### config.mk
export PLATFORM = sky130hd
export DESIGN_NAME = flash_cmd_decoder
export DESIGN_NICKNAME = d
export VERILOG_FILES = /design/src/rtl/flash_cmd_pkg.sv /design/src/rtl/flash_cmd_match.sv /design/src/rtl/flash_cmd_seq.sv /design/src/rtl/flash_info_rom.sv /design/src/rtl/flash_cmd_decoder.sv
export SDC_FILE = /design/constraint.sdc
export NUM_CORES = 1
export LEC_CHECK = 0
export BUFFER_PORTS_ARGS = -buffer_cell sky130_fd_sc_hd__buf_2
export CAP_MARGIN = 20
export CORE_ASPECT_RATIO = 1.75
export CORE_MARGIN = 3
export CORE_UTILIZATION = 42
export DETAILED_ROUTE_END_ITERATION = 8
export PLACE_DENSITY = 0.77
export SYNTH_ARGS = -nofsm -noshare
export SYNTH_HDL_FRONTEND = slang
export SYNTH_SLANG_ARGS = --single-unit
### constraint.sdc
create_clock -name clk_i -period 1.55 [get_ports clk_i]
set_input_delay 0.31 -clock clk_i [delete_from_list [all_inputs] [get_ports clk_i]]
set_output_delay 0.31 -clock clk_i [all_outputs]
set_load 0.05 [all_outputs]
### src/rtl/flash_cmd_pkg.sv
package flash_cmd_pkg;

  localparam int CMP_AW = 15;
  localparam logic [CMP_AW-1:0] CMD_ADDR_A = 15'h5555;
  localparam logic [CMP_AW-1:0] CMD_ADDR_B = 15'h2AAA;

  localparam logic [7:0] CODE_UNLOCK_A = 8'hAA;
  localparam logic [7:0] CODE_UNLOCK_B = 8'h55;
  localparam logic [7:0] CODE_PROG     = 8'hA0;
  localparam logic [7:0] CODE_ERASE    = 8'h80;
  localparam logic [7:0] CODE_IDENT    = 8'h90;
  localparam logic [7:0] CODE_QUERY    = 8'h98;
  localparam logic [7:0] CODE_EXIT     = 8'hF0;
  localparam logic [7:0] CODE_CHIP     = 8'h10;
  localparam logic [7:0] CODE_SECT     = 8'h30;
  localparam logic [7:0] CODE_BLOCK    = 8'h50;

  typedef enum logic [1:0] {
    RD_ARRAY = 2'd0,
    RD_IDENT = 2'd1,
    RD_QUERY = 2'd2
  } rd_mode_e;

  typedef enum logic [2:0] {
    OP_NONE  = 3'd0,
    OP_PROG  = 3'd1,
    OP_SECT  = 3'd2,
    OP_BLOCK = 3'd3,
    OP_CHIP  = 3'd4
  } op_type_e;

  typedef enum logic [2:0] {
    SEQ_IDLE,
    SEQ_UNL1,
    SEQ_UNL2,
    SEQ_PROG,
    SEQ_ERS3,
    SEQ_ERS4,
    SEQ_ERS5
  } seq_state_e;

  // classification of one write cycle
  typedef struct packed {
    logic at_a;
    logic at_b;
    logic d_unl_a;
    logic d_unl_b;
    logic d_prog;
    logic d_erase;
    logic d_ident;
    logic d_query;
    logic d_exit;
    logic d_chip;
    logic d_sect;
    logic d_block;
  } cyc_class_t;

endpackage

### src/rtl/flash_cmd_match.sv
module flash_cmd_match
  import flash_cmd_pkg::*;
(
  input  logic [CMP_AW-1:0] addr_lo_i,
  input  logic [7:0]        data_lo_i,
  output cyc_class_t        cls_o
);

  always_comb begin
    cls_o.at_a    = (addr_lo_i == CMD_ADDR_A);
    cls_o.at_b    = (addr_lo_i == CMD_ADDR_B);
    cls_o.d_unl_a = (data_lo_i == CODE_UNLOCK_A);
    cls_o.d_unl_b = (data_lo_i == CODE_UNLOCK_B);
    cls_o.d_prog  = (data_lo_i == CODE_PROG);
    cls_o.d_erase = (data_lo_i == CODE_ERASE);
    cls_o.d_ident = (data_lo_i == CODE_IDENT);
    cls_o.d_query = (data_lo_i == CODE_QUERY);
    cls_o.d_exit  = (data_lo_i == CODE_EXIT);
    cls_o.d_chip  = (data_lo_i == CODE_CHIP);
    cls_o.d_sect  = (data_lo_i == CODE_SECT);
    cls_o.d_block = (data_lo_i == CODE_BLOCK);
  end

endmodule

### src/rtl/flash_cmd_seq.sv
module flash_cmd_seq
  import flash_cmd_pkg::*;
#(
  parameter int ADDR_W     = 20,
  parameter int DATA_W     = 16,
  parameter int SECTOR_LSB = 11,
  parameter int BLOCK_LSB  = 15
) (
  input  logic              clk_i,
  input  logic              rst_ni,
  input  logic              wr_valid_i,
  input  logic              busy_i,
  input  cyc_class_t        cls_i,
  input  logic [ADDR_W-1:0] wr_addr_i,
  input  logic [DATA_W-1:0] wr_data_i,
  output logic              op_start_o,
  output op_type_e          op_type_o,
  output logic [ADDR_W-1:0] op_addr_o,
  output logic [DATA_W-1:0] op_data_o,
  output rd_mode_e          rd_mode_o
);

  localparam logic [ADDR_W-1:0] SECT_MASK = {ADDR_W{1'b1}} << SECTOR_LSB;
  localparam logic [ADDR_W-1:0] BLK_MASK  = {ADDR_W{1'b1}} << BLOCK_LSB;

  seq_state_e        st_q, st_d;
  rd_mode_e          mode_q, mode_d;
  logic              start_q, start_d;
  op_type_e          type_q, type_d;
  logic [ADDR_W-1:0] addr_q, addr_d;
  logic [DATA_W-1:0] data_q, data_d;
  logic              take, abort;

  assign take = wr_valid_i && !busy_i;

  always_comb begin
    st_d    = st_q;
    mode_d  = mode_q;
    start_d = 1'b0;
    type_d  = OP_NONE;
    addr_d  = '0;
    data_d  = '0;
    abort   = 1'b0;
    if (take) begin
      unique case (st_q)
        SEQ_IDLE: begin
          if (cls_i.d_exit)                    mode_d = RD_ARRAY;
          else if (cls_i.d_unl_a && cls_i.at_a) st_d = SEQ_UNL1;
          else                                  abort = 1'b1;
        end
        SEQ_UNL1: begin
          if (cls_i.d_unl_b && cls_i.at_b) st_d = SEQ_UNL2;
          else                             abort = 1'b1;
        end
        SEQ_UNL2: begin
          st_d = SEQ_IDLE;
          if (!cls_i.at_a)        abort = 1'b1;
          else if (cls_i.d_prog)  st_d = SEQ_PROG;
          else if (cls_i.d_erase) st_d = SEQ_ERS3;
          else if (cls_i.d_ident) mode_d = RD_IDENT;
          else if (cls_i.d_query) mode_d = RD_QUERY;
          else if (cls_i.d_exit)  mode_d = RD_ARRAY;
          else                    abort = 1'b1;
        end
        SEQ_PROG: begin
          st_d    = SEQ_IDLE;
          mode_d  = RD_ARRAY;
          start_d = 1'b1;
          type_d  = OP_PROG;
          addr_d  = wr_addr_i;
          data_d  = wr_data_i;
        end
        SEQ_ERS3: begin
          if (cls_i.d_unl_a && cls_i.at_a) st_d = SEQ_ERS4;
          else                             abort = 1'b1;
        end
        SEQ_ERS4: begin
          if (cls_i.d_unl_b && cls_i.at_b) st_d = SEQ_ERS5;
          else                             abort = 1'b1;
        end
        SEQ_ERS5: begin
          st_d   = SEQ_IDLE;
          mode_d = RD_ARRAY;
          if (cls_i.d_chip && cls_i.at_a) begin
            start_d = 1'b1;
            type_d  = OP_CHIP;
          end else if (cls_i.d_sect) begin
            start_d = 1'b1;
            type_d  = OP_SECT;
            addr_d  = wr_addr_i & SECT_MASK;
          end else if (cls_i.d_block) begin
            start_d = 1'b1;
            type_d  = OP_BLOCK;
            addr_d  = wr_addr_i & BLK_MASK;
          end
        end
        default: abort = 1'b1;
      endcase
      if (abort) begin
        st_d   = SEQ_IDLE;
        mode_d = RD_ARRAY;
      end
    end
  end

  always_ff @(posedge clk_i or negedge rst_ni) begin
    if (!rst_ni) begin
      st_q    <= SEQ_IDLE;
      mode_q  <= RD_ARRAY;
      start_q <= 1'b0;
      type_q  <= OP_NONE;
      addr_q  <= '0;
      data_q  <= '0;
    end else begin
      st_q    <= st_d;
      mode_q  <= mode_d;
      start_q <= start_d;
      type_q  <= type_d;
      addr_q  <= addr_d;
      data_q  <= data_d;
    end
  end

  assign op_start_o = start_q;
  assign op_type_o  = type_q;
  assign op_addr_o  = addr_q;
  assign op_data_o  = data_q;
  assign rd_mode_o  = mode_q;


  busy_ignore_chk: assert property (@(posedge clk_i) disable iff (!rst_ni)
    (wr_valid_i && busy_i) |=> ($stable(st_q) && $stable(mode_q) && !start_q));


  start_single_chk: assert property (@(posedge clk_i) disable iff (!rst_ni)
    start_q |=> !start_q);


  quiet_fields_chk: assert property (@(posedge clk_i) disable iff (!rst_ni)
    !start_q |-> (type_q == OP_NONE && addr_q == '0 && data_q == '0));


  no_write_hold_chk: assert property (@(posedge clk_i) disable iff (!rst_ni)
    !wr_valid_i |=> ($stable(st_q) && $stable(mode_q) && !start_q));


  start_source_chk: assert property (@(posedge clk_i) disable iff (!rst_ni)
    start_q |-> ($past(st_q) == SEQ_PROG || $past(st_q) == SEQ_ERS5));


  sect_align_chk: assert property (@(posedge clk_i) disable iff (!rst_ni)
    (start_q && type_q == OP_SECT) |-> (addr_q[SECTOR_LSB-1:0] == '0));


  start_mode_chk: assert property (@(posedge clk_i) disable iff (!rst_ni)
    start_q |-> (mode_q == RD_ARRAY));

endmodule

### src/rtl/flash_info_rom.sv
module flash_info_rom
  import flash_cmd_pkg::*;
#(
  parameter int          ADDR_W     = 20,
  parameter int          DATA_W     = 16,
  parameter int          SECTOR_LSB = 11,
  parameter int          BLOCK_LSB  = 15,
  parameter logic [15:0] MFR_CODE   = 16'h00A7,
  parameter logic [15:0] DEV_CODE   = 16'h3C19
) (
  input  rd_mode_e          rd_mode_i,
  input  logic [ADDR_W-1:0] rd_addr_i,
  output logic [DATA_W-1:0] info_data_o
);

  localparam logic [15:0] SECT_CNT_M1 = 16'((1 << (ADDR_W - SECTOR_LSB)) - 1);
  localparam logic [15:0] BLK_CNT_M1  = 16'((1 << (ADDR_W - BLOCK_LSB)) - 1);
  localparam logic [15:0] SECT_UNITS  = 16'((1 << (SECTOR_LSB + 1)) / 256);
  localparam logic [15:0] BLK_UNITS   = 16'((1 << (BLOCK_LSB + 1)) / 256);
  localparam logic [15:0] SIZE_LOG2   = 16'(ADDR_W + 1);

  logic [15:0] qry_word;
  logic        low_page;

  assign low_page = (rd_addr_i[ADDR_W-1:8] == '0);

  always_comb begin
    qry_word = 16'h0000;
    if (low_page) begin
      unique case (rd_addr_i[7:0])
        8'h10:   qry_word = 16'h0051;
        8'h11:   qry_word = 16'h0052;
        8'h12:   qry_word = 16'h0059;
        8'h13:   qry_word = 16'h0001;
        8'h27:   qry_word = SIZE_LOG2;
        8'h28:   qry_word = 16'h0001;
        8'h2C:   qry_word = 16'h0002;
        8'h2D:   qry_word = {8'h00, SECT_CNT_M1[7:0]};
        8'h2E:   qry_word = {8'h00, SECT_CNT_M1[15:8]};
        8'h2F:   qry_word = {8'h00, SECT_UNITS[7:0]};
        8'h30:   qry_word = {8'h00, SECT_UNITS[15:8]};
        8'h31:   qry_word = {8'h00, BLK_CNT_M1[7:0]};
        8'h32:   qry_word = {8'h00, BLK_CNT_M1[15:8]};
        8'h33:   qry_word = {8'h00, BLK_UNITS[7:0]};
        8'h34:   qry_word = {8'h00, BLK_UNITS[15:8]};
        default: qry_word = 16'h0000;
      endcase
    end
  end

  always_comb begin
    unique case (rd_mode_i)
      RD_IDENT: begin
        if (rd_addr_i == ADDR_W'(0))      info_data_o = DATA_W'(MFR_CODE);
        else if (rd_addr_i == ADDR_W'(1)) info_data_o = DATA_W'(DEV_CODE);
        else                              info_data_o = '0;
      end
      RD_QUERY: info_data_o = DATA_W'(qry_word);
      default:  info_data_o = '0;
    endcase
  end

endmodule

### src/rtl/flash_cmd_decoder.sv
module flash_cmd_decoder
  import flash_cmd_pkg::*;
#(
  parameter int          ADDR_W     = 20,
  parameter int          DATA_W     = 16,
  parameter int          SECTOR_LSB = 11,
  parameter int          BLOCK_LSB  = 15,
  parameter logic [15:0] MFR_CODE   = 16'h00A7,
  parameter logic [15:0] DEV_CODE   = 16'h3C19
) (
  input  logic              clk_i,
  input  logic              rst_ni,
  input  logic              wr_valid_i,
  input  logic [ADDR_W-1:0] wr_addr_i,
  input  logic [DATA_W-1:0] wr_data_i,
  input  logic              busy_i,
  input  logic [ADDR_W-1:0] rd_addr_i,
  output logic              op_start_o,
  output logic [2:0]        op_type_o,
  output logic [ADDR_W-1:0] op_addr_o,
  output logic [DATA_W-1:0] op_data_o,
  output logic [1:0]        rd_mode_o,
  output logic [DATA_W-1:0] info_data_o
);

  cyc_class_t cls;
  op_type_e   op_type;
  rd_mode_e   rd_mode;

  flash_cmd_match u_match (
    .addr_lo_i (wr_addr_i[CMP_AW-1:0]),
    .data_lo_i (wr_data_i[7:0]),
    .cls_o     (cls)
  );

  flash_cmd_seq #(
    .ADDR_W     (ADDR_W),
    .DATA_W     (DATA_W),
    .SECTOR_LSB (SECTOR_LSB),
    .BLOCK_LSB  (BLOCK_LSB)
  ) u_seq (
    .clk_i      (clk_i),
    .rst_ni     (rst_ni),
    .wr_valid_i (wr_valid_i),
    .busy_i     (busy_i),
    .cls_i      (cls),
    .wr_addr_i  (wr_addr_i),
    .wr_data_i  (wr_data_i),
    .op_start_o (op_start_o),
    .op_type_o  (op_type),
    .op_addr_o  (op_addr_o),
    .op_data_o  (op_data_o),
    .rd_mode_o  (rd_mode)
  );

  flash_info_rom #(
    .ADDR_W     (ADDR_W),
    .DATA_W     (DATA_W),
    .SECTOR_LSB (SECTOR_LSB),
    .BLOCK_LSB  (BLOCK_LSB),
    .MFR_CODE   (MFR_CODE),
    .DEV_CODE   (DEV_CODE)
  ) u_rom (
    .rd_mode_i   (rd_mode),
    .rd_addr_i   (rd_addr_i),
    .info_data_o (info_data_o)
  );

  assign op_type_o = op_type;
  assign rd_mode_o = rd_mode;


  info_quiet_chk: assert property (@(posedge clk_i) disable iff (!rst_ni)
    (rd_mode_o == 2'd0) |-> (info_data_o == '0));


  mode_legal_chk: assert property (@(posedge clk_i) disable iff (!rst_ni)
    rd_mode_o != 2'd3);

endmodule

==> flow_summary.html, run 1 <==
<table>
<tr><th>Metric</th><th>Value</th></tr>
<tr><th colspan="2">Clocking</th></tr>
<tr><td>Deepest level of the CTS H-tree</td><td>2</td></tr>
<tr><td>Clock latency on the worst-skew pair</td><td>0.31 ns</td></tr>
<tr><td>Clock transition at the registers of the reported paths</td><td>0.10 ns</td></tr>
<tr><td>TritonCTS clock tree</td><td>done</td></tr>
<tr><td>Number of buffers inserted during clock tree synthesis</td><td>5</td></tr>
<tr><td>Clock sink count</td><td>45</td></tr>
<tr><td>Max Root-Sink Buffers</td><td>2</td></tr>
<tr><td>Master cell of the clock root buffer</td><td>sky130_fd_sc_hd__clkbuf_8</td></tr>
<tr><th colspan="2">Setup path</th></tr>
<tr><td>Crit path cell chain</td><td>buf_2 &gt; nor4_2 &gt; nand4_1 &gt; nor3_2 &gt; nand3b_1 &gt; clkinvlp_4 &gt; buf_4</td></tr>
<tr><td>Worst reg-to-reg path cell count</td><td>7</td></tr>
<tr><td>Largest stage delay on the critical path</td><td>0.33 ns</td></tr>
<tr><td>Startpoint type of the worst setup path</td><td>primary input</td></tr>
<tr><td>Req. time, crit path</td><td>1.24 ns</td></tr>
<tr><td>Worst setup path category</td><td>in -&gt; out</td></tr>
<tr><td>Reg2Reg Capture Point</td><td>u_seq.rd_mode_o[0]</td></tr>
<tr><td>CP endpoint kind</td><td>primary output</td></tr>
<tr><td>Flop-to-flop setup slack</td><td>-0.13 ns</td></tr>
<tr><td>Crit path max fanout</td><td>4</td></tr>
<tr><td>Slowest stage cell on the critical path</td><td>sky130_fd_sc_hd__nor4_2</td></tr>
<tr><td>Origin of the critical flop-to-flop path</td><td>u_seq.st_q[1]</td></tr>
<tr><td>Crit path arrival time</td><td>2.02 ns</td></tr>
<tr><th colspan="2">Logic synthesis</th></tr>
<tr><td>Number of synthesized flops with an enable pin</td><td>0</td></tr>
<tr><td>Combinational family with the most area after synthesis</td><td>simple AND/OR/NAND/NOR gates</td></tr>
<tr><td>Sequential cell area fraction in the yosys report</td><td>45.57%</td></tr>
<tr><td>Most used standard cell by instance count after synthesis</td><td>sky130_fd_sc_hd__dfrtp_1</td></tr>
<tr><td>Synth Instances</td><td>254</td></tr>
<tr><td>Syn. warnings</td><td>0</td></tr>
<tr><td>Compound-gate portion of the synthesized area</td><td>11.80%</td></tr>
<tr><td>Main area contributors after synthesis</td><td>sky130_fd_sc_hd__dfrtp_1 (46%), sky130_fd_sc_hd__and2_1 (9.1%), sky130_fd_sc_hd__ha_1 (4.1%), sky130_fd_sc_hd__a21oi_1 (2.6%), sky130_fd_sc_hd__buf_4 (2.4%)</td></tr>
<tr><td>Area share of the leading cell type in the synthesized netlist</td><td>45.57%</td></tr>
<tr><td>Asr flop ratio synth</td><td>100.0%</td></tr>
<tr><td>Post-Synth Adder-Cell Area</td><td>4.051%</td></tr>
<tr><td>Synth cell count leaders</td><td>sky130_fd_sc_hd__dfrtp_1 (45), sky130_fd_sc_hd__and2_1 (36), sky130_fd_sc_hd__a21oi_1 (13), sky130_fd_sc_hd__nand2_1 (13), sky130_fd_sc_hd__nor2_1 (11)</td></tr>
<tr><td>Main flop type after synthesis</td><td>sky130_fd_sc_hd__dfrtp_1</td></tr>
<tr><td>Post-Synth Simple-Gate Area</td><td>31.85%</td></tr>
<tr><td>Most area-hungry cell type in the Yosys netlist</td><td>sky130_fd_sc_hd__dfrtp_1</td></tr>
<tr><td>Number of distinct standard cells referenced by the synthesized netlist</td><td>51</td></tr>
<tr><td>Mapped cell area</td><td>2471 um2</td></tr>
<tr><td>Multiplexer fraction of the synthesized cell area</td><td>0.8608%</td></tr>
<tr><td>Parity-gate share of the synthesized area counting xor and xnor cells</td><td>0.3544%</td></tr>
<tr><td>Mean post-synth cell area</td><td>9.729 um2</td></tr>
<tr><td>#FFs+latches synth</td><td>45</td></tr>
<tr><th colspan="2">Power</th></tr>
<tr><td>Total internal power</td><td>2.151 mW</td></tr>
<tr><td>Gate power share</td><td>31.7%</td></tr>
<tr><td>Pwr Density</td><td>761.9 nW/um2</td></tr>
<tr><td>Total power</td><td>3.200 mW</td></tr>
<tr><td>Part of the total power dissipated in sequential elements</td><td>39.0%</td></tr>
<tr><td>Part of the total power dissipated in the clock network</td><td>29.3%</td></tr>
<tr><td>Static Leak</td><td>2.092 nW</td></tr>
<tr><td>Switching part of the total power</td><td>32.79%</td></tr>
<tr><td>Worst-case vdd ir drop</td><td>564.4 uV</td></tr>
<tr><td>Switching power</td><td>1.049 mW</td></tr>
<tr><th colspan="2">Place</th></tr>
<tr><td>Count of input and output buffers</td><td>113</td></tr>
<tr><td>Half-perimeter wire length after placement</td><td>5604 um</td></tr>
<tr><td>Instance area at placement</td><td>3625 um2</td></tr>
<tr><td>Final weighted congestion in routability-driven placement</td><td>0.9180</td></tr>
<tr><td>DP Worst Slack</td><td>-0.5927 ns</td></tr>
<tr><th colspan="2">STA</th></tr>
<tr><td>Layout Skew</td><td>0.008655 ns</td></tr>
<tr><td>Final hold violation count</td><td>0</td></tr>
<tr><td>Minimum period implied by the final worst setup slack</td><td>2.333 ns</td></tr>
<tr><td>PnR worst setup slack</td><td>-0.7826 ns</td></tr>
<tr><td>Total of endpoints with negative setup slack in the final report</td><td>27</td></tr>
<tr><td>Period utilization</td><td>150.5%</td></tr>
<tr><td>RSZ-0062 raised after global routing</td><td>yes</td></tr>
<tr><td>Peak clock frequency supported by timing</td><td>0.4287 GHz</td></tr>
<tr><td>Max Transition Viols Final</td><td>0</td></tr>
<tr><th colspan="2">Global routing</th></tr>
<tr><td>Pin count of the biggest net entering global routing</td><td>46</td></tr>
<tr><td>Grt total ovfl</td><td>0</td></tr>
<tr><td>Number of antenna violations at the first check in global routing</td><td>0</td></tr>
<tr><td>Number of global-route vias before repair</td><td>2,791</td></tr>
<tr><td>Total routing usage reported by global routing</td><td>22.69%</td></tr>
<tr><td>Wire length of the first global-routing pass</td><td>12,340 um</td></tr>
<tr><th colspan="2">Worst hold path</th></tr>
<tr><td>End point of the most critical hold path</td><td>u_seq.op_data_o[11]</td></tr>
<tr><td>Type of the worst min-delay path</td><td>in -&gt; reg</td></tr>
<tr><td>Cell depth of the worst hold path</td><td>2</td></tr>
<tr><td>Hold path startpoint</td><td>wr_data_i[11]</td></tr>
<tr><th colspan="2">Floorplan</th></tr>
<tr><td>Initial standard-cell utilization of the core</td><td>43.89%</td></tr>
<tr><td>Number of top-level pins</td><td>118</td></tr>
<tr><td>Area of the placeable core</td><td>5630 um2</td></tr>
<tr><td>Number of cell rows</td><td>36</td></tr>
<tr><td>Die width</td><td>63.99 um</td></tr>
<tr><td>Y dimension of the die</td><td>107.5 um</td></tr>
<tr><td>Die outline area</td><td>6876 um2</td></tr>
<tr><th colspan="2">Routing</th></tr>
<tr><td>Total number of vias</td><td>2,713</td></tr>
<tr><td>Average via count per standard cell</td><td>5.372</td></tr>
<tr><td>First-pass detailed-route iteration total</td><td>4</td></tr>
<tr><td>Average wire length per cell after detail routing</td><td>18.30 um</td></tr>
<tr><td>Total routed wirelength</td><td>9241 um</td></tr>
<tr><td>Number of nets still failing antenna checks after routing</td><td>0</td></tr>
<tr><td>Final routed DRC violation total</td><td>0</td></tr>
<tr><td>Detailed Route Iter0 Violations</td><td>205</td></tr>
<tr><th colspan="2">Finish</th></tr>
<tr><td>Area growth from synthesis to layout</td><td>69.97%</td></tr>
<tr><td>Final instance area</td><td>4200 um2</td></tr>
<tr><td>Diodes inserted</td><td>0</td></tr>
<tr><td>Share of layout cells above drive strength 1</td><td>57.11%</td></tr>
<tr><td>Final layout net count</td><td>496</td></tr>
<tr><th colspan="2">Run status</th></tr>
<tr><td>Outcome</td><td>complete, but fails checks</td></tr>
<tr><td>Violations in the final reports</td><td>setup timing</td></tr>
<tr><th colspan="2">Job</th></tr>
<tr><td>Maxcap violations</td><td>0</td></tr>
</table>
## layout make-up
type | count | area [um2]
Timing Repair Buffer | 183 | 1264
Sequential cell | 45 | 1130
Fill cell | 365 | 1430
Clock buffer | 5 | 68.82
Multi-Input combinational cell | 185 | 1562
Tap cell | 76 | 95.09
Inverter | 8 | 33.78
Clock inverter | 3 | 47.55
## worst max-delay path by stage
stage                             from                 end  cells after the start
detailed placement        wr_data_i[0]       u_seq.st_q[0]                      7
CTS                 u_seq.rd_mode_o[1]      info_data_o[4]                      7
finish                    rd_addr_i[6]     info_data_o[11]                      7
global route              rd_addr_i[6]     info_data_o[11]                      7
floorplan           u_seq.rd_mode_o[0]      info_data_o[3]                      5
global placement          wr_data_i[6]  u_seq.rd_mode_o[0]                      7
## power by group through the flow
stage	combinational (mW)	sequential (mW)	clock [mW]
finish	1.02	1.25	0.938
global route	1.07	1.25	0.993
CTS	0.921	1.24	0.932
detailed placement	0.840	1.27	0
global placement	0.817	1.27	0
floorplan	0.426	1.30	0
## stage by stage
stage | setup TNS (ns) | cells | util, % | hold WS, ns
4_1_cts | -7.763 | 501 | 71.42 | 0.2002
5_1_grt | -12.47 | 505 | 74.60 | 0.1982
3_3_place_gp | -13.48 | 486 | 64.38 | 0.3019
3_5_place_dp | -15.30 | 486 | 64.38 | 0.3035
6_report | -10.89 | 505 | 74.60 | 0.1961
2_1_floorplan | -7.936 | 257 | - | 0.01441
## kinds of logic after synthesis
group	Yosys count
other	1
buffers and inverters	27
AOI/OAI and AO/OA	44
DFF	45
adders and majority gates	8
muxes	2
and+or+nand+nor	126
xor gates and xnor gates	1
## sequential cells by signal (all words and copies together) (netlist names)
register / cells
u_seq.st_q: 3
u_seq.op_type_o: 3
u_seq.op_start_o: 1
u_seq.op_addr_o: 20
u_seq.rd_mode_o: 2
u_seq.op_data_o: 16
## per-layer routing
metal,up-vias,global-route usage (%),part of all wire (%)
li1,1234,-,-
met1,1317,22.32,34
met2,127,43.52,56
met3,35,3.866,5.2
met4,0,12.06,4.5
met5,-,0,0
## placed cells by master (no fill, tap or decap), types with 3 or more instances in the layout
| master | instances |
|---|---|
| sky130_fd_sc_hd__buf_2 | 94 |
| sky130_fd_sc_hd__buf_4 | 61 |
| sky130_fd_sc_hd__dfrtp_1 | 42 |
| sky130_fd_sc_hd__and2_1 | 36 |
| sky130_fd_sc_hd__buf_6 | 24 |
| sky130_fd_sc_hd__nand2_1 | 11 |
| sky130_fd_sc_hd__nor2_1 | 8 |
| sky130_fd_sc_hd__nand4_1 | 8 |
| sky130_fd_sc_hd__nor2b_1 | 8 |
| sky130_fd_sc_hd__a21oi_2 | 8 |
| sky130_fd_sc_hd__o21ai_0 | 7 |
| sky130_fd_sc_hd__inv_1 | 6 |
| sky130_fd_sc_hd__ha_1 | 6 |
| sky130_fd_sc_hd__clkbuf_8 | 5 |
| sky130_fd_sc_hd__nand2b_1 | 4 |
| sky130_fd_sc_hd__nand3_2 | 4 |
| sky130_fd_sc_hd__nor3b_1 | 4 |
| sky130_fd_sc_hd__a22o_1 | 4 |
| sky130_fd_sc_hd__conb_1 | 4 |
| sky130_fd_sc_hd__nand3b_1 | 3 |
| sky130_fd_sc_hd__nor3_2 | 3 |
| sky130_fd_sc_hd__a21oi_1 | 3 |
| sky130_fd_sc_hd__nor4bb_1 | 3 |
| sky130_fd_sc_hd__nor3_1 | 3 |
| sky130_fd_sc_hd__dfrtp_2 | 3 |
## timing repair
item                                    in CTS  in global routing
setup buffers                                6                  6
gates resized for setup                     56                 29
endpoints found under the setup margin      28                 29
pin swaps                                   27                 28
hold buffers                                 1                  0
endpoints found under the hold margin       45                  0
## worst max-delay path: cells and delay by family
family | cells | cell delay [ns]
buf+inv | 3 | 0.58
simple gates | 4 | 1.13
Note: power is estimated with default switching activity, not from simulation.
==> run 2: changes to the inputs <==
--- a/config.mk
+++ b/config.mk
@@ -9,9 +9,10 @@
 export CAP_MARGIN = 20
 export CORE_ASPECT_RATIO = 1.75
 export CORE_MARGIN = 3
-export CORE_UTILIZATION = 42
+export CORE_UTILIZATION = 46
 export DETAILED_ROUTE_END_ITERATION = 8
-export PLACE_DENSITY = 0.77
+export HOLD_SLACK_MARGIN = 0.1
+export PLACE_DENSITY = 0.8
 export SYNTH_ARGS = -nofsm -noshare
 export SYNTH_HDL_FRONTEND = slang
 export SYNTH_SLANG_ARGS = --single-unit
==> constraint.sdc (replaced) <==
create_clock -name clk_i -period 2.3 [get_ports clk_i]
set_input_delay 0.46 -clock clk_i [delete_from_list [all_inputs] [get_ports clk_i]]
set_output_delay 0.46 -clock clk_i [all_outputs]
set_load 0.05 [all_outputs]
==> flow_summary.html, run 2 (synthesized netlist as in run 1, its figures left out) <==
<table>
<tr><th>Metric</th><th>Value</th></tr>
<tr><th colspan="2">Run status</th></tr>
<tr><td>Outcome</td><td>complete, but fails checks</td></tr>
<tr><td>Violations in the final reports</td><td>setup timing</td></tr>
<tr><th colspan="2">Setup path</th></tr>
<tr><td>Reg2Reg Capture Point</td><td>u_seq.rd_mode_o[0]</td></tr>
<tr><td>CP dominant cell by count</td><td>sky130_fd_sc_hd__buf_6</td></tr>
<tr><td>Origin of the critical flop-to-flop path</td><td>u_seq.st_q[2]</td></tr>
<tr><td>Crit path from</td><td>rd_addr_i[18]</td></tr>
<tr><td>Buffer and inverter count on the worst path</td><td>3</td></tr>
<tr><td>Crit path cell chain</td><td>buf_6 &gt; nor4_4 &gt; nand4_1 &gt; buf_4 &gt; nor2_4 &gt; o21ai_0 &gt; a21oi_2 &gt; buf_6</td></tr>
<tr><td>Worst reg-to-reg path cell count</td><td>6</td></tr>
<tr><td>Largest stage delay on the critical path</td><td>0.29 ns</td></tr>
<tr><td>Flop-to-flop setup slack</td><td>0.42 ns</td></tr>
<tr><td>CP endpoint kind</td><td>primary output</td></tr>
<tr><td>Kind of cell adding the most delay to the critical path</td><td>simple AND/OR/NAND/NOR gates</td></tr>
<tr><td>Startpoint type of the worst setup path</td><td>primary input</td></tr>
<tr><td>Crit path max fanout</td><td>6</td></tr>
<tr><td>Slowest stage cell on the critical path</td><td>sky130_fd_sc_hd__nor4_4</td></tr>
<tr><td>Req. time, crit path</td><td>1.84 ns</td></tr>
<tr><td>Worst setup path category</td><td>in -&gt; out</td></tr>
<tr><td>Crit path arrival time</td><td>1.94 ns</td></tr>
<tr><th colspan="2">Routing</th></tr>
<tr><td>Total number of vias</td><td>2,423</td></tr>
<tr><td>Detailed Route Iter0 Violations</td><td>136</td></tr>
<tr><td>Average via count per standard cell</td><td>5.545</td></tr>
<tr><td>First-pass detailed-route iteration total</td><td>4</td></tr>
<tr><td>Number of nets still failing antenna checks after routing</td><td>0</td></tr>
<tr><td>Average wire length per cell after detail routing</td><td>16.00 um</td></tr>
<tr><td>Final routed DRC violation total</td><td>0</td></tr>
<tr><td>Total routed wirelength</td><td>6990 um</td></tr>
<tr><th colspan="2">Clocking</th></tr>
<tr><td>Clock latency on the worst-skew pair</td><td>0.31 ns</td></tr>
<tr><td>CTS hold repair buffers</td><td>0</td></tr>
<tr><td>TritonCTS clock tree</td><td>done</td></tr>
<tr><td>Master cell of the clock root buffer</td><td>sky130_fd_sc_hd__clkbuf_8</td></tr>
<tr><td>Clock transition at the registers of the reported paths</td><td>0.10 ns</td></tr>
<tr><td>Clock sink count</td><td>45</td></tr>
<tr><td>Max Root-Sink Buffers</td><td>2</td></tr>
<tr><td>Number of buffers inserted during clock tree synthesis</td><td>5</td></tr>
<tr><td>Deepest level of the CTS H-tree</td><td>2</td></tr>
<tr><th colspan="2">Global routing</th></tr>
<tr><td>Grt total ovfl</td><td>0</td></tr>
<tr><td>Most Crowded Layer GR</td><td>met2</td></tr>
<tr><td>Number of global-route vias before repair</td><td>2,362</td></tr>
<tr><td>Met2 Track Usage GR</td><td>42.17%</td></tr>
<tr><td>Total routing usage reported by global routing</td><td>22.24%</td></tr>
<tr><td>Wire length of the first global-routing pass</td><td>10,580 um</td></tr>
<tr><td>Number of antenna violations at the first check in global routing</td><td>0</td></tr>
<tr><td>Pin count of the biggest net entering global routing</td><td>46</td></tr>
<tr><td>Met1 track demand over resource in global routing</td><td>23.14%</td></tr>
<tr><td>Met3 layer usage reported by global route</td><td>3.383%</td></tr>
<tr><th colspan="2">STA</th></tr>
<tr><td>Minimum period implied by the final worst setup slack</td><td>2.398 ns</td></tr>
<tr><td>Final hold violation count</td><td>0</td></tr>
<tr><td>Setup tns final</td><td>-0.5469 ns</td></tr>
<tr><td>Worst hold margin</td><td>0.2138 ns</td></tr>
<tr><td>Layout Skew</td><td>0.01268 ns</td></tr>
<tr><td>Worst Tran Pin Value</td><td>0.5427 ns</td></tr>
<tr><td>Peak clock frequency supported by timing</td><td>0.4171 GHz</td></tr>
<tr><td>Max-slew headroom</td><td>63.82%</td></tr>
<tr><td>RSZ-0062 raised after global routing</td><td>yes</td></tr>
<tr><td>Max Transition Viols Final</td><td>0</td></tr>
<tr><td>PnR worst setup slack</td><td>-0.09752 ns</td></tr>
<tr><td>Total of endpoints with negative setup slack in the final report</td><td>11</td></tr>
<tr><td>Period utilization</td><td>104.2%</td></tr>
<tr><th colspan="2">Power</th></tr>
<tr><td>Static Leak</td><td>1.802 nW</td></tr>
<tr><td>Part of the total power dissipated in the clock network</td><td>32.7%</td></tr>
<tr><td>Gate power share</td><td>23.0%</td></tr>
<tr><td>Switching power</td><td>0.6015 mW</td></tr>
<tr><td>Switching part of the total power</td><td>31.22%</td></tr>
<tr><td>Pwr Density</td><td>538.3 nW/um2</td></tr>
<tr><td>Total internal power</td><td>1.325 mW</td></tr>
<tr><td>Part of the total power dissipated in sequential elements</td><td>44.3%</td></tr>
<tr><td>Worst-case vdd ir drop</td><td>565.7 uV</td></tr>
<tr><th colspan="2">Floorplan</th></tr>
<tr><td>Area of the placeable core</td><td>5062 um2</td></tr>
<tr><td>Die width</td><td>61.41 um</td></tr>
<tr><td>Number of cell rows</td><td>34</td></tr>
<tr><td>Die outline area</td><td>6322 um2</td></tr>
<tr><td>Number of top-level pins</td><td>118</td></tr>
<tr><td>Initial standard-cell utilization of the core</td><td>48.81%</td></tr>
<tr><td>Y dimension of the die</td><td>103.0 um</td></tr>
<tr><th colspan="2">Place</th></tr>
<tr><td>Final weighted congestion in routability-driven placement</td><td>0.8679</td></tr>
<tr><td>Half-perimeter wire length after placement</td><td>5185 um</td></tr>
<tr><td>DP Worst Slack</td><td>-0.2440 ns</td></tr>
<tr><td>Count of input and output buffers</td><td>113</td></tr>
<tr><th colspan="2">Worst hold path</th></tr>
<tr><td>Type of the worst min-delay path</td><td>in -&gt; async</td></tr>
<tr><th colspan="2">Job</th></tr>
<tr><td>Maxcap violations</td><td>0</td></tr>
<tr><th colspan="2">Finish</th></tr>
<tr><td>Area growth from synthesis to layout</td><td>44.81%</td></tr>
<tr><td>Most frequent cells in the layout</td><td>sky130_fd_sc_hd__buf_2 (95), sky130_fd_sc_hd__dfrtp_1 (43), sky130_fd_sc_hd__and2_1 (36), sky130_fd_sc_hd__buf_4 (24), sky130_fd_sc_hd__buf_6 (17)</td></tr>
<tr><td>Max reg flops</td><td>20</td></tr>
<tr><td>Most common library cell in the layout ignoring fill and taps</td><td>sky130_fd_sc_hd__buf_2</td></tr>
<tr><td>Share of layout cells above drive strength 1</td><td>45.17%</td></tr>
<tr><td>Count of fill cells added during filler insertion</td><td>388</td></tr>
<tr><td>Final layout net count</td><td>450</td></tr>
<tr><td>Diodes inserted</td><td>0</td></tr>
<tr><td>Util after Layout</td><td>70.69%</td></tr>
</table>
==> run 2: through the flow <==
stage	total power, mW	std cells	area, um2
detailed placement	1.297	425	3266
global placement	1.286	425	3266
floorplan	1.131	257	2608
CTS	1.921	435	3486
finish	1.926	437	3578
global route	2.018	437	3578
==> run 2: area by class of cell <==
class                   count  area (um2)  share of cell area (%)
inverters                   8       33.78                  0.9441
clock buffers               5       68.82                   1.923
well taps                  54       67.56                   1.888
clock inverters             3       50.05                   1.399
flip-flops and latches     45        1129                   31.54
repair buffers            137       862.1                   24.09
multi-input cells         185        1368                   38.22
==> run 2: worst max path at each step <==
| stage | end | slack [ns] | cells after the start |
|---|---|---|---|
| after floorplan | info_data_o[3] | -0.06 | 5 |
| after global placement | info_data_o[3] | -0.16 | 7 |
| after detailed placement | info_data_o[3] | -0.24 | 7 |
| after CTS | info_data_o[3] | -0.06 | 7 |
| after global routing | info_data_o[3] | -0.25 | 8 |
| final | info_data_o[3] | -0.1 | 8 |
==> run 2: what timing repair did <==
| item | CTS | global route |
|---|---|---|
| cloned | 0 | 0 |
| setup buffers | 2 | 3 |
| resized for setup | 24 | 17 |
| hold endpoints to repair | 0 | 0 |
| setup endpoints to repair | 12 | 12 |
| pin swaps | 6 | 9 |
==> run 2: metal layers <==
layer	vias to the layer above	wire length, um
li1	1142	-
met1	1152	2432
met2	111	3963
met3	18	388
met4	0	205
met5	-	0
==> run 2: power groups by stage <==
stage               logic, mW  clock network, mW  registers, mW
floorplan               0.254                  0          0.877
CTS                     0.436              0.634          0.851
finish                  0.443              0.630          0.854
global route            0.483              0.677          0.858
global placement        0.421                  0          0.865
detailed placement      0.430                  0          0.866
==> run 3: changes to the inputs <==
--- a/config.mk
+++ b/config.mk
@@ -16,3 +16,4 @@
 export SYNTH_ARGS = -nofsm -noshare
 export SYNTH_HDL_FRONTEND = slang
 export SYNTH_SLANG_ARGS = --single-unit
+export TNS_END_PERCENT = 30
==> flow_summary.html, run 3 (synthesized netlist as in run 1, its figures left out) <==
<table>
<tr><th>Metric</th><th>Value</th></tr>
<tr><th colspan="2">Routing</th></tr>
<tr><td>Final routed DRC violation total</td><td>0</td></tr>
<tr><td>Met1 WL</td><td>2294 um</td></tr>
<tr><td>Highest layer used for signal routing</td><td>met4</td></tr>
<tr><td>Number of nets still failing antenna checks after routing</td><td>0</td></tr>
<tr><td>Length of routed met3 wiring</td><td>449 um</td></tr>
<tr><td>Average via count per standard cell</td><td>5.447</td></tr>
<tr><td>Total number of vias</td><td>2,386</td></tr>
<tr><td>First-pass detailed-route iteration total</td><td>4</td></tr>
<tr><td>Detailed Route Iter0 Violations</td><td>84</td></tr>
<tr><td>Average wire length per cell after detail routing</td><td>15.64 um</td></tr>
<tr><td>Total routed wirelength</td><td>6852 um</td></tr>
<tr><td>Met2 wirelength from detailed routing</td><td>3855 um</td></tr>
<tr><th colspan="2">Clocking</th></tr>
<tr><td>Deepest level of the CTS H-tree</td><td>2</td></tr>
<tr><td>TritonCTS clock tree</td><td>done</td></tr>
<tr><td>Clock sink count</td><td>45</td></tr>
<tr><td>Number of buffers inserted during clock tree synthesis</td><td>5</td></tr>
<tr><td>Max Root-Sink Buffers</td><td>2</td></tr>
<tr><td>Master cell of the clock root buffer</td><td>sky130_fd_sc_hd__clkbuf_8</td></tr>
<tr><td>Clock transition at the registers of the reported paths</td><td>0.10 ns</td></tr>
<tr><td>Clock latency on the worst-skew pair</td><td>0.31 ns</td></tr>
<tr><th colspan="2">Setup path</th></tr>
<tr><td>Req. time, crit path</td><td>1.84 ns</td></tr>
<tr><td>Startpoint type of the worst setup path</td><td>register</td></tr>
<tr><td>Crit path max fanout</td><td>4</td></tr>
<tr><td>Origin of the critical flop-to-flop path</td><td>u_seq.st_q[2]</td></tr>
<tr><td>Slowest stage cell on the critical path</td><td>sky130_fd_sc_hd__dfrtp_2</td></tr>
<tr><td>Worst setup path category</td><td>reg -&gt; out</td></tr>
<tr><td>Crit path from</td><td>u_seq.rd_mode_o[1]</td></tr>
<tr><td>CP endpoint kind</td><td>primary output</td></tr>
<tr><td>CP dominant cell by count</td><td>sky130_fd_sc_hd__nand3b_1</td></tr>
<tr><td>Crit path arrival time</td><td>1.89 ns</td></tr>
<tr><td>Crit path cell chain</td><td>inv_2 &gt; ha_4 &gt; nand3b_1 &gt; nor3_2 &gt; nand3b_1 &gt; clkinvlp_4 &gt; buf_8</td></tr>
<tr><td>Largest stage delay on the critical path</td><td>0.42 ns</td></tr>
<tr><th colspan="2">Finish</th></tr>
<tr><td>Most common library cell in the layout ignoring fill and taps</td><td>sky130_fd_sc_hd__buf_2</td></tr>
<tr><td>Max reg flops</td><td>20</td></tr>
<tr><td>Share of layout cells above drive strength 1</td><td>44.53%</td></tr>
<tr><td>Util after Layout</td><td>70.42%</td></tr>
<tr><td>Most frequent cells in the layout</td><td>sky130_fd_sc_hd__buf_2 (97), sky130_fd_sc_hd__dfrtp_1 (43), sky130_fd_sc_hd__and2_1 (36), sky130_fd_sc_hd__buf_4 (26), sky130_fd_sc_hd__nand2_1 (12)</td></tr>
<tr><td>Final instance area</td><td>3565 um2</td></tr>
<tr><td>Area growth from synthesis to layout</td><td>44.25%</td></tr>
<tr><td>Diodes inserted</td><td>0</td></tr>
<tr><td>Final layout net count</td><td>451</td></tr>
<tr><td>Layout Cells excl Fill</td><td>438</td></tr>
<tr><th colspan="2">Global routing</th></tr>
<tr><td>Number of antenna violations at the first check in global routing</td><td>0</td></tr>
<tr><td>Wire length of the first global-routing pass</td><td>10,380 um</td></tr>
<tr><td>Total routing usage reported by global routing</td><td>21.75%</td></tr>
<tr><td>Grt total ovfl</td><td>0</td></tr>
<tr><td>Pin count of the biggest net entering global routing</td><td>28</td></tr>
<tr><td>Number of global-route vias before repair</td><td>2,373</td></tr>
<tr><th colspan="2">STA</th></tr>
<tr><td>Peak clock frequency supported by timing</td><td>0.4249 GHz</td></tr>
<tr><td>RSZ-0062 raised after global routing</td><td>yes</td></tr>
<tr><td>Final hold violation count</td><td>0</td></tr>
<tr><td>Total of endpoints with negative setup slack in the final report</td><td>8</td></tr>
<tr><td>PnR worst setup slack</td><td>-0.05337 ns</td></tr>
<tr><td>Layout Skew</td><td>0.01138 ns</td></tr>
<tr><td>Minimum period implied by the final worst setup slack</td><td>2.353 ns</td></tr>
<tr><td>Max Transition Viols Final</td><td>0</td></tr>
<tr><td>Period utilization</td><td>102.3%</td></tr>
<tr><td>Worst hold margin</td><td>0.08462 ns</td></tr>
<tr><th colspan="2">Power</th></tr>
<tr><td>Switching part of the total power</td><td>31.03%</td></tr>
<tr><td>Worst-case vdd ir drop</td><td>352.4 uV</td></tr>
<tr><td>Total internal power</td><td>1.322 mW</td></tr>
<tr><td>Static Leak</td><td>1.807 nW</td></tr>
<tr><td>Part of the total power dissipated in sequential elements</td><td>44.5%</td></tr>
<tr><td>Gate power share</td><td>23.0%</td></tr>
<tr><td>Total power</td><td>1.917 mW</td></tr>
<tr><td>Switching power</td><td>0.5948 mW</td></tr>
<tr><td>Part of the total power dissipated in the clock network</td><td>32.5%</td></tr>
<tr><td>Pwr Density</td><td>537.8 nW/um2</td></tr>
<tr><th colspan="2">Place</th></tr>
<tr><td>Final weighted congestion in routability-driven placement</td><td>0.8696</td></tr>
<tr><td>Instance area at placement</td><td>3272 um2</td></tr>
<tr><td>Half-perimeter wire length after placement</td><td>5096 um</td></tr>
<tr><td>Number of placed instances, taps included</td><td>426</td></tr>
<tr><td>Count of input and output buffers</td><td>113</td></tr>
<tr><th colspan="2">Floorplan</th></tr>
<tr><td>Y dimension of the die</td><td>103.0 um</td></tr>
<tr><td>Initial standard-cell utilization of the core</td><td>48.81%</td></tr>
<tr><td>Number of cell rows</td><td>34</td></tr>
<tr><td>Area of the placeable core</td><td>5062 um2</td></tr>
<tr><td>Number of top-level pins</td><td>118</td></tr>
<tr><td>Die outline area</td><td>6322 um2</td></tr>
<tr><td>Die width</td><td>61.41 um</td></tr>
<tr><th colspan="2">Run status</th></tr>
<tr><td>Outcome</td><td>complete, but fails checks</td></tr>
<tr><td>Violations in the final reports</td><td>setup timing</td></tr>
<tr><th colspan="2">Job</th></tr>
<tr><td>Maxcap violations</td><td>0</td></tr>
<tr><th colspan="2">Worst hold path</th></tr>
<tr><td>Type of the worst min-delay path</td><td>in -&gt; async</td></tr>
</table>
==> run 3: critical path: cells and delay by family, from the launching register on <==
kind | cells | cell delay [ns]
buffers and inverters | 3 | 0.46
adders and majority gates | 1 | 0.11
and+or+nand+nor | 3 | 0.60
DFF | 1 | 0.42
==> run 3: final cells by class <==
cell class | count | area, um2
Fill cell | 380 | 1498
Multi-Input combinational cell | 185 | 1354
Sequential cell | 45 | 1129
Timing Repair Buffer | 138 | 864.6
Clock buffer | 5 | 68.82
Tap cell | 54 | 67.56
Clock inverter | 3 | 47.55
Inverter | 8 | 33.78
==> run 3: power groups by stage <==
stage	clock [mW]	combinational (mW)	sequential, mW
finish	0.624	0.440	0.853
global route	0.671	0.482	0.858
CTS	0.629	0.436	0.852
detailed placement	0	0.431	0.869
global placement	0	0.423	0.869
floorplan	0	0.254	0.877
==> run 3: metal layers <==
layer  global-route usage, %  vias up
li1                        -     1143
met3                   4.261       23
met1                   21.63     1123
met2                   40.62       97
met5                       0        -
met4                   10.95        0
==> run 3: what timing repair did <==
| action | in CTS | in global routing |
|---|---|---|
| endpoints found under the setup margin | 12 | 12 |
| pin swaps | 7 | 7 |
| resized for setup | 24 | 15 |
| buffers inserted | 0 | 4 |
| hold buffers | 0 | 0 |
==> run 3: worst paths after layout <==
kind	slack (ns)	cells past startpoint	to
worst max-delay path	-0.05	7	info_data_o[10]
worst min-delay path	0.08	1	u_seq.op_data_o[14]
worst max register to register	0.45	6	u_seq.rd_mode_o[0]
worst min register to register	0.67	2	u_seq.rd_mode_o[1]
max in group asynchronous	1.51	2	u_seq.op_addr_o[14]
min in group clk_i	0.35	2	u_seq.op_data_o[8]
==> run 3: per-stage QoR <==
step / setup slack [ns] / setup TNS [ns]
after floorplan: -0.06216 / -0.2652
after global placement: -0.1774 / -1.404
after detailed placement: -0.1912 / -1.551
after CTS: -0.1663 / -1.083
after global routing: -0.1231 / -0.9088
final: -0.05337 / -0.2374
